## src/rtl/ihub_pkg.sv

```systemverilog
package ihub_pkg;

    typedef logic [7:0] byte_t;

    localparam byte_t CMD_STATUS    = 8'h00;
    localparam byte_t CMD_EN_BASE   = 8'h20;
    localparam byte_t CMD_TRIG_BASE = 8'h40;
    localparam byte_t CMD_EOI       = 8'hFF;
    localparam byte_t EOI_KEY       = 8'h01;

    typedef enum logic [2:0] {
        CK_STATUS,
        CK_ENABLE,
        CK_TRIG,
        CK_EOI,
        CK_NONE
    } cmd_kind_e;

    // One bus cycle, already decoded into strobes
    typedef struct packed {
        logic  wr_cmd;
        logic  wr_dat;
        byte_t data;
    } bus_op_t;

    function automatic cmd_kind_e classify(byte_t cmd, int unsigned banks);
        if (cmd == CMD_STATUS) return CK_STATUS;
        if (cmd == CMD_EOI) return CK_EOI;
        if (32'(cmd) >= 32'(CMD_EN_BASE) && 32'(cmd) < 32'(CMD_EN_BASE) + banks)
            return CK_ENABLE;
        if (32'(cmd) >= 32'(CMD_TRIG_BASE) && 32'(cmd) < 32'(CMD_TRIG_BASE) + banks)
            return CK_TRIG;
        return CK_NONE;
    endfunction

endpackage

```

## src/rtl/ihub_cfg.sv

```systemverilog
module ihub_cfg
    import ihub_pkg::*;
#(
    parameter int unsigned N_LINES = 256,
    parameter int unsigned IDX_W   = 8
) (
    input  logic               clk,
    input  logic               rst,
    input  bus_op_t            op,
    input  logic [IDX_W-1:0]   cur_idx,
    output byte_t              cmd_q,
    output logic [N_LINES-1:0] en_vec,
    output logic [N_LINES-1:0] trig_vec,
    output logic               eoi_stb,
    output byte_t              dat_rd
);
    localparam int unsigned BANKS = N_LINES / 8;

    cmd_kind_e kind;
    assign kind = classify(cmd_q, BANKS);

    always_ff @(posedge clk) begin
        if (rst)            cmd_q <= '0;
        else if (op.wr_cmd) cmd_q <= op.data;
    end

    // One enable byte and one trigger byte per bank
    for (genvar b = 0; b < BANKS; b++) begin : g_bank
        logic  hit_en, hit_tr;
        byte_t en_b, tr_b;

        assign hit_en = (cmd_q == 8'(32'(CMD_EN_BASE) + b));
        assign hit_tr = (cmd_q == 8'(32'(CMD_TRIG_BASE) + b));

        always_ff @(posedge clk) begin
            if (rst) begin
                en_b <= '0;
                tr_b <= '0;
            end else if (op.wr_dat) begin
                if (hit_en) en_b <= op.data;
                if (hit_tr) tr_b <= op.data;
            end
        end

        assign en_vec[b*8 +: 8]   = en_b;
        assign trig_vec[b*8 +: 8] = tr_b;
    end

    assign eoi_stb = op.wr_dat && (kind == CK_EOI) && (op.data == EOI_KEY);

    always_comb begin
        dat_rd = '0;
        case (kind)
            CK_STATUS: dat_rd = 8'(cur_idx);
            CK_ENABLE: begin
                for (int b = 0; b < int'(BANKS); b++)
                    if (cmd_q == 8'(32'(CMD_EN_BASE) + 32'(b))) dat_rd = en_vec[b*8 +: 8];
            end
            CK_TRIG: begin
                for (int b = 0; b < int'(BANKS); b++)
                    if (cmd_q == 8'(32'(CMD_TRIG_BASE) + 32'(b))) dat_rd = trig_vec[b*8 +: 8];
            end
            default: dat_rd = '0;
        endcase
    end

endmodule

```

## src/rtl/ihub_capture.sv

```systemverilog
module ihub_capture #(
    parameter int unsigned N_LINES = 256
) (
    input  logic               clk,
    input  logic               rst,
    input  logic [N_LINES-1:0] lines,
    input  logic [N_LINES-1:0] trig_vec,
    input  logic [N_LINES-1:0] clr_vec,
    output logic [N_LINES-1:0] pend_vec
);
    for (genvar i = 0; i < N_LINES; i++) begin : g_line
        logic prev_q, edge_q;

        always_ff @(posedge clk) begin
            if (rst) begin
                prev_q <= 1'b0;
                edge_q <= 1'b0;
            end else begin
                prev_q <= lines[i];
                if (trig_vec[i]) edge_q <= 1'b0;
                else             edge_q <= (edge_q & ~clr_vec[i]) | (lines[i] & ~prev_q);
            end
        end

        // level mode follows the pin, edge mode holds the sticky bit
        assign pend_vec[i] = trig_vec[i] ? lines[i] : edge_q;
    end

endmodule

```

## src/rtl/ihub_pick.sv

```systemverilog
module ihub_pick #(
    parameter int unsigned N_LINES = 256,
    parameter int unsigned IDX_W   = 8
) (
    input  logic [N_LINES-1:0] req,
    output logic               any,
    output logic [IDX_W-1:0]   idx
);
    assign any = |req;

    // scan downward so the lowest set line is the last assignment
    always_comb begin
        idx = '0;
        for (int i = int'(N_LINES) - 1; i >= 0; i--)
            if (req[i]) idx = IDX_W'(i);
    end

endmodule

```

## src/rtl/irq_hub.sv

```systemverilog
module irq_hub
    import ihub_pkg::*;
#(
    parameter int unsigned N_LINES = 256
) (
    input  logic               clk,
    input  logic               rst,
    input  logic               bus_cs,
    input  logic               bus_rnw,
    input  logic               bus_sel,
    input  logic [7:0]         bus_wdata,
    output logic [7:0]         bus_rdata,
    input  logic [N_LINES-1:0] irq_req,
    output logic               irq_out
);
    localparam int unsigned IDX_W = (N_LINES > 1) ? $clog2(N_LINES) : 1;

    bus_op_t            op;
    byte_t              cmd_q, dat_rd;
    logic [N_LINES-1:0] en_vec, trig_vec, pend_vec, clr_vec;
    logic               eoi_stb, any_req, busy_q;
    logic [IDX_W-1:0]   win_idx, cur_idx;

    assign op.wr_cmd = bus_cs && !bus_rnw && !bus_sel;
    assign op.wr_dat = bus_cs && !bus_rnw && bus_sel;
    assign op.data   = bus_wdata;

    ihub_cfg #(.N_LINES(N_LINES), .IDX_W(IDX_W)) u_cfg (
        .clk(clk), .rst(rst), .op(op), .cur_idx(cur_idx),
        .cmd_q(cmd_q), .en_vec(en_vec), .trig_vec(trig_vec),
        .eoi_stb(eoi_stb), .dat_rd(dat_rd)
    );

    ihub_capture #(.N_LINES(N_LINES)) u_cap (
        .clk(clk), .rst(rst), .lines(irq_req), .trig_vec(trig_vec),
        .clr_vec(clr_vec), .pend_vec(pend_vec)
    );

    ihub_pick #(.N_LINES(N_LINES), .IDX_W(IDX_W)) u_pick (
        .req(pend_vec & en_vec), .any(any_req), .idx(win_idx)
    );

    always_comb begin
        clr_vec = '0;
        if (eoi_stb && busy_q) clr_vec[cur_idx] = 1'b1;
    end

    always_ff @(posedge clk) begin
        if (rst) begin
            busy_q  <= 1'b0;
            cur_idx <= '0;
        end else if (busy_q) begin
            if (eoi_stb) busy_q <= 1'b0;
        end else if (any_req) begin
            busy_q  <= 1'b1;
            cur_idx <= win_idx;
        end
    end

    assign irq_out   = busy_q;
    assign bus_rdata = !(bus_cs && bus_rnw) ? 8'h00 : (bus_sel ? dat_rd : cmd_q);

endmodule

```

## config.mk

```make
export PLATFORM = sky130hd
export DESIGN_NAME = irq_hub
export DESIGN_NICKNAME = d
export VERILOG_FILES = /design/src/rtl/ihub_pkg.sv /design/src/rtl/ihub_cfg.sv /design/src/rtl/ihub_capture.sv /design/src/rtl/ihub_pick.sv /design/src/rtl/irq_hub.sv
export SDC_FILE = /design/constraint.sdc
export NUM_CORES = 2
export LEC_CHECK = 0
export BUFFER_PORTS_ARGS = -buffer_cell sky130_fd_sc_hd__buf_4
export CAP_MARGIN = 5
export CELL_PAD_IN_SITES_DETAIL_PLACEMENT = 1
export CELL_PAD_IN_SITES_GLOBAL_PLACEMENT = 1
export CORE_ASPECT_RATIO = 1.5
export CORE_MARGIN = 1
export CORE_UTILIZATION = 41
export CTS_CLUSTER_DIAMETER = 200
export DETAILED_ROUTE_END_ITERATION = 12
export PLACE_DENSITY_LB_ADDON = 0.1
export SETUP_SLACK_MARGIN = 0.5
export SYNTH_ARGS = -nofsm -noshare
export SYNTH_HDL_FRONTEND = slang
export SYNTH_SLANG_ARGS = --single-unit
```

## constraint.sdc

```tcl
create_clock -name clk -period 3.15 [get_ports clk]
set_input_delay 0.1575 -clock clk [delete_from_list [all_inputs] [get_ports clk]]
set_output_delay 0.1575 -clock clk [all_outputs]
set_load 0.03 [all_outputs]
```

Yosys cells after proc, flatten, opt, wreduce, memory -nomap -nowiden
Cells that the tools add are included.
Widths: inputs -> output; s select.

storage, ports and cells
  bits in registers = 1041
  input bits = 269
  output and inout bits = 9
  logic and storage cells = 2875

cells by class
  magnitude comparators = 6
  eq/ne operators = 69
  muxes and demuxes = 603
  bitwise logic cells = 1282
  reduce and logical (&&, ||, !) cells = 336

operator list
  cell                count
  $mux 8              322
  $not 1->1           513
  $and 1x1->1         512
  $reduce_or 2->1     256
  $mux 1              270
  $and 256x256->256   1
  $eq 8x6->1 const B  32
  $eq 8x7->1 const B  32
  $mux 256            1
  $or 1x1->1          256
  $reduce_or 256->1   1
  $reduce_and 2->1    65
  $mux 3              8
  $pmux 8 s3          1
  $lt 8x7->1 const B  2
  $logic_and 1x1->1   10
  $lt 8x9->1 const B  1
  $demux 1 s8         1
  $eq 8x1->1 const B  1
  $eq 8x8->1 const B  1
  $ge 8x1->1 const B  1
  $ge 8x6->1 const B  1
  $ge 8x7->1 const B  1
  $logic_not 8->1     1
  4 further kinds     6

Logic depth before layout (Yosys ltp)
  depth in word-level cells = 258
  mapped depth = 14
  depth with buffers taken out = 10

By module
From an unflattened synthesis, not the netlist that was laid out.

unflattened totals
  cell total of the unflattened synthesis = 6431
  area, all modules = 53254.8 µm²

by module, submodules not included
  module        times used  cells an instance  area each (µm²)  seq. area each (µm²)
  ihub_cfg      1           3277               24483.5          10410.0
  ihub_capture  1           1849               21614.5          10249.8
  irq_hub       1           681                3713.6           180.2
  ihub_pick     1           624                3443.3           0.0

Worst setup path before layout
Ideal clock, no wire load.

  path kind = register -> output
  start point = reg u_cfg.cmd_q[0]
  end point = out bus_rdata[3]
  arrival = 2.834 ns
  required time = 2.992 ns
  path slack = 0.159 ns
  stages on the path, launching flop included = 10
  path buffers = 1
  cells stage by stage = dfxtp_1 -> buf_2 -> or4_1 -> nor2_1 -> a21oi_1 -> a31oi_1 -> a21oi_1 -> nor4_1 -> nor3_1 -> a221oi_1

on the way
  longest elaborated chain between the ends = 36
  elaborated cells on any way between the ends = 159
  classes of those cells = order compare (4); eq/ne (67); mux (84); reduce/logical (4)

ends and longest elaborated chain
  what                                            line                            source
  start, declared                                 ihub_cfg.sv:11                  output byte_t cmd_q,
  start signal, assigned                          ihub_cfg.sv:24                  else if (op.wr_cmd) cmd_q <= op.data;
  $eq 8x7->1 or $eq 8x6->1 (tied branches)        ihub_cfg.sv:61, ihub_cfg.sv:57
  $mux 8, on equally long branches (32 in a row)  ihub_cfg.sv:61, ihub_cfg.sv:57
  $pmux 8 s3 *                                    ihub_cfg.sv:53                  case (kind)
  $mux 8 * (2 in a row)                           irq_hub.sv:61                   assign bus_rdata = !(bus_cs && bus_rnw) ? 8'h00 : (bus_sel ? dat_rd : cmd_q);
  end, declared                                   irq_hub.sv:12                   output logic [7:0] bus_rdata,

Every way passes the cells marked *; elsewhere a longest branch is shown, timed or not. The select of a mux whose other input is x is not followed.

Worst setup path after layout
  start point = reg u_cfg.cmd_q[0]
  end point = out bus_rdata[2]

Same word-level chain as after synthesis.

==> flow_metrics.py <==
metrics = {
    "synthesis": {
        "synth_area_leaders": "dfxtp_1, nand2_1, a21oi_1",
        "synth_area_per_cell_sq_um": 8.30,
        "yosysSeqAreaShare_pct": 43.9,
        "synth_most_common_cell": "nand2_1",
        "synth_top_cell_by_area": "dfxtp_1",
        "synth_edf_count": 0,
        "synth_area_sq_um": 47400,
        "synth_fp_nets": 5980,
        "synthFlopType": "dfxtp_1",
        "synth_cells": 5711,
        "synth_common_cells": "nand2_1, dfxtp_1, a21oi_1",
        "synth_top_cell_area_share_pct": 43.9,
        "yosys.cell_types.count": 98,
        "async_flop_share_pct": 0,
        "yosysWarnings": 0,
        "synth-seq-cells": 1041,
    },
    "grt": {
        "grt_first_pass_wirelength_microns": 434000,
        "grt_max_degree": 139,
        "grt_pass1_vias": 60100,
        "grt_overflow": 0,
        "grt_use_met3_pct": 14.3,
        "grt_busiest_layer": "met2",
        "track_usage_pct": 52.0,
        "use_met2_pct": 82.8,
        "antenna_found_initial": 23,
        "use_met1_pct": 51.5,
    },
    "sta": {
        "fin_worst_skew_ns": 0.0344,
        "grt_setup_unrepaired": "true",
        "period_share_pct": 128,
        "period_minus_slack_ns": 4.02,
        "finalWorstSetupSlack_ns": -0.873,
        "totalNegativeSetupSlack_ns": -7.22,
        "relSlewSlack_pct": 3.20,
        "fmax_ghz": 0.249,
        "finalHoldViolCount": 0,
        "setup_viol": 14,
        "worst_pin_slew_ns": 1.45,
        "drv_slew": 0,
    },
    "routing": {
        "drc": 0,
        "vias": 58800,
        "post_drt_wl_per_cell_microns": 36.7,
        "first_pass_iters": 8,
        "drt_iter0_drc": 6246,
        "routed_wirelength_microns": 330000,
        "via_per_inst": 6.55,
        "postRouteAntennaNets": 0,
    },
    "setup_path": {
        "crit_chain": "buf_4, nor2_4, nand2_2, buf_4, nor2_2, a222oi_1, a21oi_4, o22ai_1, buf_4, and3_1, a221oi_4, buf_6",
        "cpLargestDelayFamily": "simple AND/OR/NAND/NOR gates",
        "crit_type": "register to primary output",
        "critical_path.max_fanout": 5,
        "worstSetupEndpointType": "primary output",
        "cp_data_arrival_time_ns": 3.87,
        "required_ns": 2.99,
        "crit_top_cell": "buf_4",
        "crit_slowest_cell": "dfxtp_4",
        "max_stage_delay_ns": 0.39,
        "path_buf_inv": 4,
        "r2r_setup_slack_ns": -0.30,
        "start_kind": "register",
    },
    "clock_network": {
        "cts_htree_levels": 3,
        "insertion_delay_ns": 0.76,
        "cts_made_buffers": 103,
        "clock-root-buffer": "clkbuf_16",
        "cts.reportedPaths.clkPinSlew_ns": 0.07,
        "cts_tree": "done",
        "cts_buffer_depth": 3,
        "clock_sinks": 1041,
    },
    "floorplanning": {
        "initial_core_util_pct": 41.4,
        "die-area_sq_um": 117000,
        "rows": 152,
        "ios": 278,
        "core_sq_um": 114000,
        "die_h_microns": 419,
        "die_w_microns": 280,
    },
    "power_and_ir_drop": {
        "max-vdd-ir-drop_mv": 0.535,
        "power.internal_mw": 22.1,
        "p_switching_mw": 8.22,
        "power_density_nw_per_um2": 426,
        "clockPowerShare_pct": 43.8,
        "comb_power_share_pct": 10.4,
        "leakagePower_nw": 27.6,
        "power_mw": 30.3,
        "seq_power_share_pct": 45.9,
        "netSwitchingFraction_pct": 27.1,
    },
    "finish": {
        "area_growth_pct": 50.2,
        "layoutNonFillerInstCount": 8979,
        "fillerInstances": 12900,
        "multi_input_area_sq_um": 29300,
        "final_util_pct": 62.2,
        "fin_nets": 7610,
        "regArea_sq_um": 20900,
        "drive_gt1_share_pct": 34.2,
    },
    "place": {
        "dp.cells": 8403,
        "dpl.hpwl_microns": 216000,
        "gp_congestion": 1.13,
        "port_buffers": 277,
    },
    "outcome": {
        "violations": "negative setup slack",
        "outcome": "finished with violations",
    },
    "job": {
        "maxCapViolCount": 0,
    },
    "min_path": {
        "hold_class": "input pin to register",
    },
}
-- through the flow --
stage,worst slack [ns],cell area (sq um),hold slack (ns)
3_3_place_gp,-0.514,59600,0.386
3_5_place_dp,-0.514,59600,0.394
6_report,-0.873,71200,0.0894
4_1_cts,-0.677,68300,0.0647
2_1_floorplan,0.430,47500,0.286
5_1_grt,-0.902,71200,0.114
-- worst min-delay path: stages --
cell and delay, ns:
buf_4 0.11, buf_4 0.31, nand2_1 0.14, a21oi_1 0.05
-- power groups by stage --
stage	registers [mW]	clock network, mW	logic, mW
2_1_floorplan	14.0	0	1.17
3_3_place_gp	14.0	0	2.25
3_5_place_dp	14.1	0	2.31
4_1_cts	13.8	13.0	2.70
5_1_grt	13.9	13.7	3.21
6_report	13.9	13.3	3.15
-- placed cells by master, fill, tap and decap left out, types with 70 or more instances in the layout --
cell,instances
buf_4,1385
nand2_1,1379
dfxtp_1,1015
a21oi_1,556
nor2b_1,272
nand2b_1,270
dlygate4sd3_1,263
mux2_2,199
a211oi_1,152
nor2_1,137
o21ai_0,131
a211oi_2,127
o21ai_4,115
a22oi_1,111
clkbuf_16,107
nand3_1,70
buf_6,70
-- cell type report --
cell class | count | share of cell area, %
Inverter | 37 | 0.209
Clock buffer | 144 | 4.18
Sequential cell | 1041 | 29.3
Timing Repair Buffer | 1797 | 21.8
Tap cell | 1540 | 2.70
Antenna cell | 15 | 0.0527
Multi-Input combinational cell | 4361 | 41.1
Clock inverter | 44 | 0.645
-- metal layers --
metal,share of wire [%],up-vias
li1,-,23700
met1,32,28800
met2,44,4121
met3,10,2138
met4,14,20
met5,0.063,-
-- timing repair --
item,4_1_cts,5_1_grt
cloned,10,2
buffers inserted,64,34
gates resized for setup,514,578
pin swaps,150,288
setup endpoints to repair,288,278
endpoints found under the hold margin,542,0
hold buffers,263,0
-- worst paths after layout --
path / endpoint / from / depth (start not counted)
worst min-delay path: u_cfg.g_bank[7].en_b[2]$_SDFFE_PP0P_ / bus_wdata[2] / 4
worst max register to register: cur_idx[2]$_SDFFE_PP0P_ / u_cfg.g_bank[12].tr_b[1]$_SDFFE_PP0P_ / 8
worst max-delay path: bus_rdata[2] / u_cfg.cmd_q[0]$_SDFFE_PP0P_ / 12
worst min register to register: u_cfg.g_bank[29].en_b[4]$_SDFFE_PP0P_ / u_cfg.g_bank[29].en_b[4]$_SDFFE_PP0P_ / 2
-- flip-flops by register name (all words and copies together) (netlist names) --
register / cells
cur_idx: 8
irq_out: 1
u_cap.g_line.edge_q: 256
u_cap.g_line.prev_q: 256
u_cfg.cmd_q: 8
u_cfg.g_bank.en_b: 256
u_cfg.g_bank.tr_b: 256
-- kinds of logic after synthesis --
group	share of synthesized area (%)
simple gates	23.7
flops	43.9
buf+inv	2.56
compound gates	23.1
mux	6.67
xor+xnor	0.0185
No activity file was read; power rests on OpenSTA's default activity.
